<file path="config.mk">
export PLATFORM = sky130hd
export DESIGN_NAME = sclk_hold_ctrl
export DESIGN_NICKNAME = d
export VERILOG_FILES = /design/src/rtl/sclk_hold_pkg.sv /design/src/rtl/sclk_hold_sync.sv /design/src/rtl/sclk_hold_frame_cnt.sv /design/src/rtl/sclk_hold_ctrl.sv
export SDC_FILE = /design/constraint.sdc
export NUM_CORES = 1
export LEC_CHECK = 0
export ABC_CLOCK_PERIOD_IN_PS = 1000
export BUFFER_PORTS_ARGS = -buffer_cell sky130_fd_sc_hd__buf_4
export CORE_AREA = 2 2 39 41
export CTS_BUF_LIST = sky130_fd_sc_hd__clkbuf_16
export CTS_CLUSTER_DIAMETER = 120
export DETAILED_ROUTE_END_ITERATION = 16
export DIE_AREA = 0 0 41 43
export PLACE_DENSITY = 0.66
export SYNTH_ARGS = -nofsm -noshare
export SYNTH_HDL_FRONTEND = slang
export SYNTH_SLANG_ARGS = --single-unit
export TNS_END_PERCENT = 50
</file>
<file path="constraint.sdc">
create_clock -name clk -period 1 [get_ports clk]
set_input_delay 0.1 -clock clk [delete_from_list [all_inputs] [get_ports clk]]
set_output_delay 0.1 -clock clk [all_outputs]
set_load 0.005 [all_outputs]
</file>
<file path="src/rtl/sclk_hold_pkg.sv">
package sclk_hold_pkg;

    // Control states of the hold detector.
    typedef enum logic [2:0] {
        ST_RUN    = 3'd0,  // normal operation, pin owned by the output block
        ST_FLAG   = 3'd1,  // one-cycle low pulse on the pin
        ST_HOLD   = 3'd2,  // modulator held in reset, pin forced high
        ST_PDOWN  = 3'd3,  // power-down, pin forced high
        ST_SETTLE = 3'd4   // released, waiting for the first frame strobe
    } hold_state_e;

    // Bundle of control outputs produced from the state.
    typedef struct packed {
        logic mod_rst;
        logic pdown;
        logic force_en;
        logic force_val;
    } hold_ctl_t;

endpackage

</file>
<file path="src/rtl/sclk_hold_sync.sv">
module sclk_hold_sync #(
    parameter int STAGES = 2
) (
    input  logic clk,
    input  logic rst_n,
    input  logic d,
    output logic q
);

    logic [STAGES-1:0] chain;

    generate
        for (genvar i = 0; i < STAGES; i++) begin : g_stage
            if (i == 0) begin : g_first
                always_ff @(posedge clk or negedge rst_n) begin
                    if (!rst_n) chain[0] <= 1'b0;
                    else        chain[0] <= d;
                end
            end else begin : g_next
                always_ff @(posedge clk or negedge rst_n) begin
                    if (!rst_n) chain[i] <= 1'b0;
                    else        chain[i] <= chain[i-1];
                end
            end
        end
    endgenerate

    assign q = chain[STAGES-1];

endmodule

</file>
<file path="src/rtl/sclk_hold_frame_cnt.sv">
module sclk_hold_frame_cnt #(
    parameter int SYNC_FRAMES = 4,
    parameter int PD_FRAMES   = 20
) (
    input  logic clk,
    input  logic rst_n,
    input  logic line_high,
    input  logic frame_strobe,
    output logic at_sync,
    output logic at_pd
);

    localparam int CNT_W = $clog2(PD_FRAMES + 1);
    localparam logic [CNT_W-1:0] SYNC_LIM = CNT_W'(SYNC_FRAMES);
    localparam logic [CNT_W-1:0] PD_LIM   = CNT_W'(PD_FRAMES);

    logic [CNT_W-1:0] hi_cnt;

    // Counts strobes while the line is high; a low level clears it at once.
    always_ff @(posedge clk or negedge rst_n) begin
        if (!rst_n) begin
            hi_cnt <= '0;
        end else if (!line_high) begin
            hi_cnt <= '0;
        end else if (frame_strobe && (hi_cnt < PD_LIM)) begin
            hi_cnt <= hi_cnt + 1'b1;
        end
    end

    assign at_sync = line_high && (hi_cnt >= SYNC_LIM);
    assign at_pd   = line_high && (hi_cnt >= PD_LIM);

endmodule

</file>
<file path="src/rtl/sclk_hold_ctrl.sv">
module sclk_hold_ctrl
    import sclk_hold_pkg::*;
#(
    parameter int SYNC_STAGES = 2,
    parameter int SYNC_FRAMES = 4,
    parameter int PD_FRAMES   = 20
) (
    input  logic clk,
    input  logic rst_n,
    input  logic sclk,
    input  logic frame_strobe,
    output logic mod_rst_req,
    output logic pwr_down_req,
    output logic pin_force_en,
    output logic pin_force_val,
    output logic first_valid
);

    logic        sclk_s;
    logic        at_sync;
    logic        at_pd;
    hold_state_e state_q;
    hold_state_e state_d;
    hold_ctl_t   ctl;

    sclk_hold_sync #(
        .STAGES (SYNC_STAGES)
    ) u_sync (
        .clk   (clk),
        .rst_n (rst_n),
        .d     (sclk),
        .q     (sclk_s)
    );

    sclk_hold_frame_cnt #(
        .SYNC_FRAMES (SYNC_FRAMES),
        .PD_FRAMES   (PD_FRAMES)
    ) u_cnt (
        .clk          (clk),
        .rst_n        (rst_n),
        .line_high    (sclk_s),
        .frame_strobe (frame_strobe),
        .at_sync      (at_sync),
        .at_pd        (at_pd)
    );

    // State register.
    always_ff @(posedge clk or negedge rst_n) begin
        if (!rst_n) state_q <= ST_RUN;
        else        state_q <= state_d;
    end

    // Next-state logic.
    always_comb begin
        state_d = state_q;
        unique case (state_q)
            ST_RUN:    if (at_sync)     state_d = ST_FLAG;
            ST_FLAG:                    state_d = ST_HOLD;
            ST_HOLD:   if (!sclk_s)     state_d = ST_SETTLE;
                       else if (at_pd)  state_d = ST_PDOWN;
            ST_PDOWN:  if (!sclk_s)     state_d = ST_SETTLE;
            ST_SETTLE: if (frame_strobe) state_d = ST_RUN;
            default:                    state_d = ST_RUN;
        endcase
    end

    // Output decoding.
    always_comb begin
        ctl         = '0;
        first_valid = 1'b0;
        unique case (state_q)
            ST_RUN:    ctl = '0;
            ST_FLAG:   ctl = '{mod_rst: 1'b1, pdown: 1'b0, force_en: 1'b1, force_val: 1'b0};
            ST_HOLD:   ctl = '{mod_rst: 1'b1, pdown: 1'b0, force_en: 1'b1, force_val: 1'b1};
            ST_PDOWN:  ctl = '{mod_rst: 1'b1, pdown: 1'b1, force_en: 1'b1, force_val: 1'b1};
            ST_SETTLE: first_valid = frame_strobe;
            default:   ctl = '0;
        endcase
    end

    assign mod_rst_req   = ctl.mod_rst;
    assign pwr_down_req  = ctl.pdown;
    assign pin_force_en  = ctl.force_en;
    assign pin_force_val = ctl.force_val;

endmodule

</file>
-- After elaboration in Yosys (flattened, before gate mapping)
Cells that the tools add are included.
- add/subtract/negate cells: 1
- mux-type cells: 10
- magnitude comparators: 3
- equality and inequality tests: 9
- reductions and logical operators: 5
- operators by type and width (kind ; count):
    two-way mux 3 bit ; 5
    case mux 3 bit (5 select lines) ; 1
    case mux 4 bit (3 select lines) ; 1
    two-way mux 5 bit ; 2
    == test 3 x 2 -> 1 bit (second input constant) ; 2
    != test 2 bit (second input constant) ; 3
    adder 5 x 1 -> 5 bit (second input constant) ; 1
    >= comparator 5 x 3 -> 1 bit (second input constant) ; 1
    >= comparator 5 bit (second input constant) ; 1
    < comparator 5 bit (second input constant) ; 1
    AND reduction 4 bit ; 1
    == test 3 x 1 -> 1 bit (second input constant) ; 1
    == test 3 bit (second input constant) ; 1
    logical AND 1 bit ; 3
    logical NOT 3 bit ; 1
    != test 3 bit (second input constant) ; 1
    != test 2 x 1 -> 1 bit (second input constant) ; 1
    two-way mux 1 bit ; 1
- input port bits: 4
- flip-flop bits (word level): 10
- output and inout bits: 5
- logic and storage cells: 32

-- Logic depth before layout (Yosys ltp)
- word-level depth: 5
- mapped depth: 4
- gate-level depth less buffers: 4

-- Hierarchy
Synthesis repeated with hierarchy kept, for this count alone.
- cell total of the unflattened synthesis: 51
- area total of the unflattened synthesis: 503.0 um2
- by module, submodules not included (module ; cells each ; times used ; area each (um2) ; seq. area each (um2)):
    sclk_hold_frame_cnt ; 32 ; 1 ; 289.0 ; 125.1
    sclk_hold_ctrl ; 17 ; 1 ; 163.9 ; 75.1
    sclk_hold_sync ; 2 ; 1 ; 50.0 ; 50.0

-- Worst setup path after synthesis
OpenSTA, ideal clock, no wires.
- kind: reg2reg
- from: register u_cnt.hi_cnt[2]
- to: register u_cnt.hi_cnt[3]
- library setup time: 0.077 ns
- path slack: 0.013 ns
- path buffers: 0
- data required time: 0.923 ns
- cell stages (with the launch flop): 4
- clock period less this slack: 0.987 ns
- arrival time: 0.909 ns
- path through: dfrtp_1 -> nand4_1 -> or3_1 -> a21oi_1
- word-level cells in the longest chain between the ends: 3
- elaborated cells between the ends (all ways): 6
- those cells by class: add/sub: 1; order compare: 1; eq/ne: 1; mux: 2; reduce/logical: 1
- RTL lines (item ; line ; RTL):
    start: declaration ; sclk_hold_frame_cnt.sv:17 ; logic [CNT_W-1:0] hi_cnt;
    start signal: assignment ; sclk_hold_frame_cnt.sv:26 ; hi_cnt <= hi_cnt + 1'b1;
    adder 5 x 1 -> 5 bit or < comparator 5 bit (tied branches) ; sclk_hold_frame_cnt.sv:26, sclk_hold_frame_cnt.sv:25 ;
    two-way mux 5 bit or logical AND 1 bit (tied branches) ; sclk_hold_frame_cnt.sv:25 ; end else if (frame_strobe && (hi_cnt < PD_LIM)) begin
    two-way mux 5 bit or != test 2 x 1 -> 1 bit (tied branches) ; n/a ;
Parallel ways exist; a longest one is shown, timed or not. The select of a mux whose other input is x is not followed.
A chain may end at the register's enable or synchronous reset.

-- Final worst setup path
- from: register state_q[0]
- to: output port first_valid
- word-level cells in the longest chain between the ends: 2
- RTL lines (item ; line ; RTL):
    start: declaration ; sclk_hold_ctrl.sv:22 ; hold_state_e state_q;
    start signal: assignment ; sclk_hold_ctrl.sv:50 ; else state_q <= state_d;
    == test 3 bit ; sclk_hold_ctrl.sv:71 ; unique case (state_q)
    two-way mux 1 bit ; sclk_hold_ctrl.sv:71 ;
    end: declaration ; sclk_hold_ctrl.sv:16 ; output logic first_valid
No other way between the ends.

==> results.cfg <==
[run_status]
outcome = finished, violations left
failed_checks = negative setup slack

[floorplan]
coreArea_sq_um = 1380
initial_core_util = 0.348
die-area_sq_um = 1760
io_pins = 9
die_w_microns = 41
die_h_microns = 43
rows = 14

[drt]
drt_wl_total_microns = 1050
first_iter_violations = 6
drc = 0
vias = 433
highest_layer = met4
route.antenna.remaining_nets = 0
viasPerCell = 5.03
wl_per_cell_microns = 12.2
dr.pass1.iters = 2
wl_met1_microns = 453
wl_met2_microns = 519
wl_met3_microns = 52

[job]
cap_violations = 0

[clock_network]
cts_tree = built
cts-root-buf = clkbuf_16
ctsHtreeMaxLevel = 1
clock_path_buffers = 2
cts_made_buffers = 3
clock-sinks = 10
clkLatencyLatePin_ps = 230
clk_pin_slew_ps = 40

[finish]
areaGrowthSynthToFinish_pct = 60.3
diodes = 0
fill_cells = 108
fin_cells = 86
drive_above_1_share = 0.471
fin_nets = 77

[power]
p_total_mw = 1.59
p_leak_nw = 0.364
power.density_nw_per_um2 = 2070
ir_drop_uv = 1600

[sta]
drv_slew = 0
final_hold_viol_count = 0
relSlewSlack = 0.877
setup_slack_ps = -167
worst_pin_slew_ps = 180
final.period_utilization = 1.17
setup_viol = 8
setup_tns_ps = -720
rsz0062_at_grt = true
max_freq_mhz = 857
period_needed_ps = 1170
clock_skew_ps = 1.55

[yosys]
synth_area_per_cell_sq_um = 10.0
synthesis.nets = 54
synth-seq-area-share = 0.519
synth_seq_cells = 10
synth_commonest_cells = 10 x dfrtp_1, 6 x nand2_1, 5 x nor2_1
async_flop_share = 1.00
yosys.area.top_type = dfrtp_1
ys_types = 22
yosysWarnings = 0
synth-main-ff-cell = dfrtp_1
syn_inst = 48
syn_area_sq_um = 482
yosysTopAreaCellShare = 0.519
netlist_top_cells_area = dfrtp_1 52%, mux2i_1 6.2%, ha_1 5.2%, nand2_1 4.7%, nor2_1 3.9%
synthMostInstantiatedCell = dfrtp_1
synth_edf_count = 0

[placed_design]
globalplace.congestion = 0.718
io_buffers = 8
hpwl_microns = 657
dp.cells = 75

[setup_path]
worstPathRequired_ps = 900
crit_fanout = 3
crit_chain = nor2_2 -> and3_2 -> buf_4
crit_type = flip-flop to primary output
end_kind = primary output
cpPeakStageDelay_ps = 420
start_kind = flip-flop
critPathSlowestCell = dfrtp_1
arrival_ps = 1070

[global_routing]
grt_max_degree = 11
grt_pass1_vias = 391
antenna_found_initial = 0
grt_pass1_wl_microns = 1690
overflow = 0
grt_use_total = 0.150

[min_path]
hp-class = input port to flip-flop
## cells by family after synthesis
group,Yosys count,synth area share
buffers and inverters,5,0.0467
muxes,3,0.0623
adders and majority gates,2,0.0519
and+or+nand+nor,20,0.210
DFF,10,0.519
AOI/OAI and AO/OA,8,0.109
## final timing paths
check | cells past startpoint | end | start | slack (ps)
worst max-delay path | 3 | first_valid | state_q[0] | -170
worst min-delay path | 3 | u_cnt.hi_cnt[1] | frame_strobe | 210
worst max register to register | 3 | u_cnt.hi_cnt[3] | u_cnt.hi_cnt[2] | -90
worst min register to register | 0 | u_sync.q | u_sync.chain[0] | 350
max in group asynchronous | 2 | u_cnt.hi_cnt[4] | rst_n | 610
min in group asynchronous | 2 | u_cnt.hi_cnt[0] | rst_n | 230
## sequential cells by signal, summed over array words and instances (netlist names)
| signal | cells |
|---|---|
| u_sync.q | 1 |
| u_cnt.hi_cnt | 5 |
| u_sync.chain | 1 |
| state_q | 3 |
## cell usage in the layout (no fill, tap or decap), drive strengths merged
| master | Yosys | layout |
|---|---|---|
| and2 | 1 | 1 |
| clkbuf | 0 | 3 |
| buf | 1 | 17 |
| and4b | 1 | 1 |
| dfrtp | 10 | 10 |
| nand3b | 1 | 1 |
| nand4 | 1 | 1 |
| mux2i | 3 | 3 |
| nor2b | 1 | 1 |
| nand2 | 6 | 6 |
| clkinv | 0 | 1 |
| a21oi | 1 | 1 |
| a41oi | 1 | 1 |
| or3 | 1 | 1 |
| and3 | 1 | 1 |
| inv | 4 | 4 |
| nor3 | 1 | 1 |
| o21ai | 3 | 3 |
| dlygate4sd3 | 0 | 2 |
| o21bai | 1 | 1 |
| a32o | 1 | 1 |
| nand3 | 1 | 1 |
| nor2 | 5 | 5 |
| ha | 2 | 2 |
| a31oi | 1 | 1 |
## repair_timing
action,4_1_cts,5_1_grt
hold buffers,2,0
endpoints found under the hold margin,11,0
setup endpoints to repair,11,12
buffers inserted,4,1
pin swaps,7,4
gates resized for setup,11,7
## layout make-up
type / instances / area, sq um / share of cell area
clock buffers: 3 / 75.1 / 0.0972
clock inverters: 1 / 3.75 / 0.00486
inverters: 4 / 15.0 / 0.0194
multi-input cells: 33 / 245 / 0.318
flip-flops and latches: 10 / 254 / 0.329
well taps: 16 / 20.0 / 0.0259
repair buffers: 19 / 159 / 0.206
## critical path: cells and delay by family (launching register included)
kind	cells	cell delay [ps]
DFF	1	420
buffers and inverters	1	100
and+or+nand+nor	2	320
## stage by stage
step	util	hold WS (ps)	instance area (sq um)	setup WS, ps
finish	0.558	206	772	-167
floorplan	-	-196	482	13.3
CTS	0.537	228	743	-160
detailed placement	0.422	-66.6	584	-65.5
global route	0.558	235	772	-226
global placement	0.422	-65.5	584	-40.2
## power by group
| group | switching (mW) | internal [mW] | total (mW) |
|---|---|---|---|
| clock network | 0.173 | 0.523 | 0.695 |
| logic | 0.144 | 0.257 | 0.401 |
| registers | 0.0504 | 0.449 | 0.499 |
## metal layers
layer,vias up,GRT usage
li1,210,-
met1,211,0.183
met4,0,0.0800
met2,7,0.206
met3,5,0.0785
met5,-,0
Note: power is estimated with default switching activity, not from simulation.
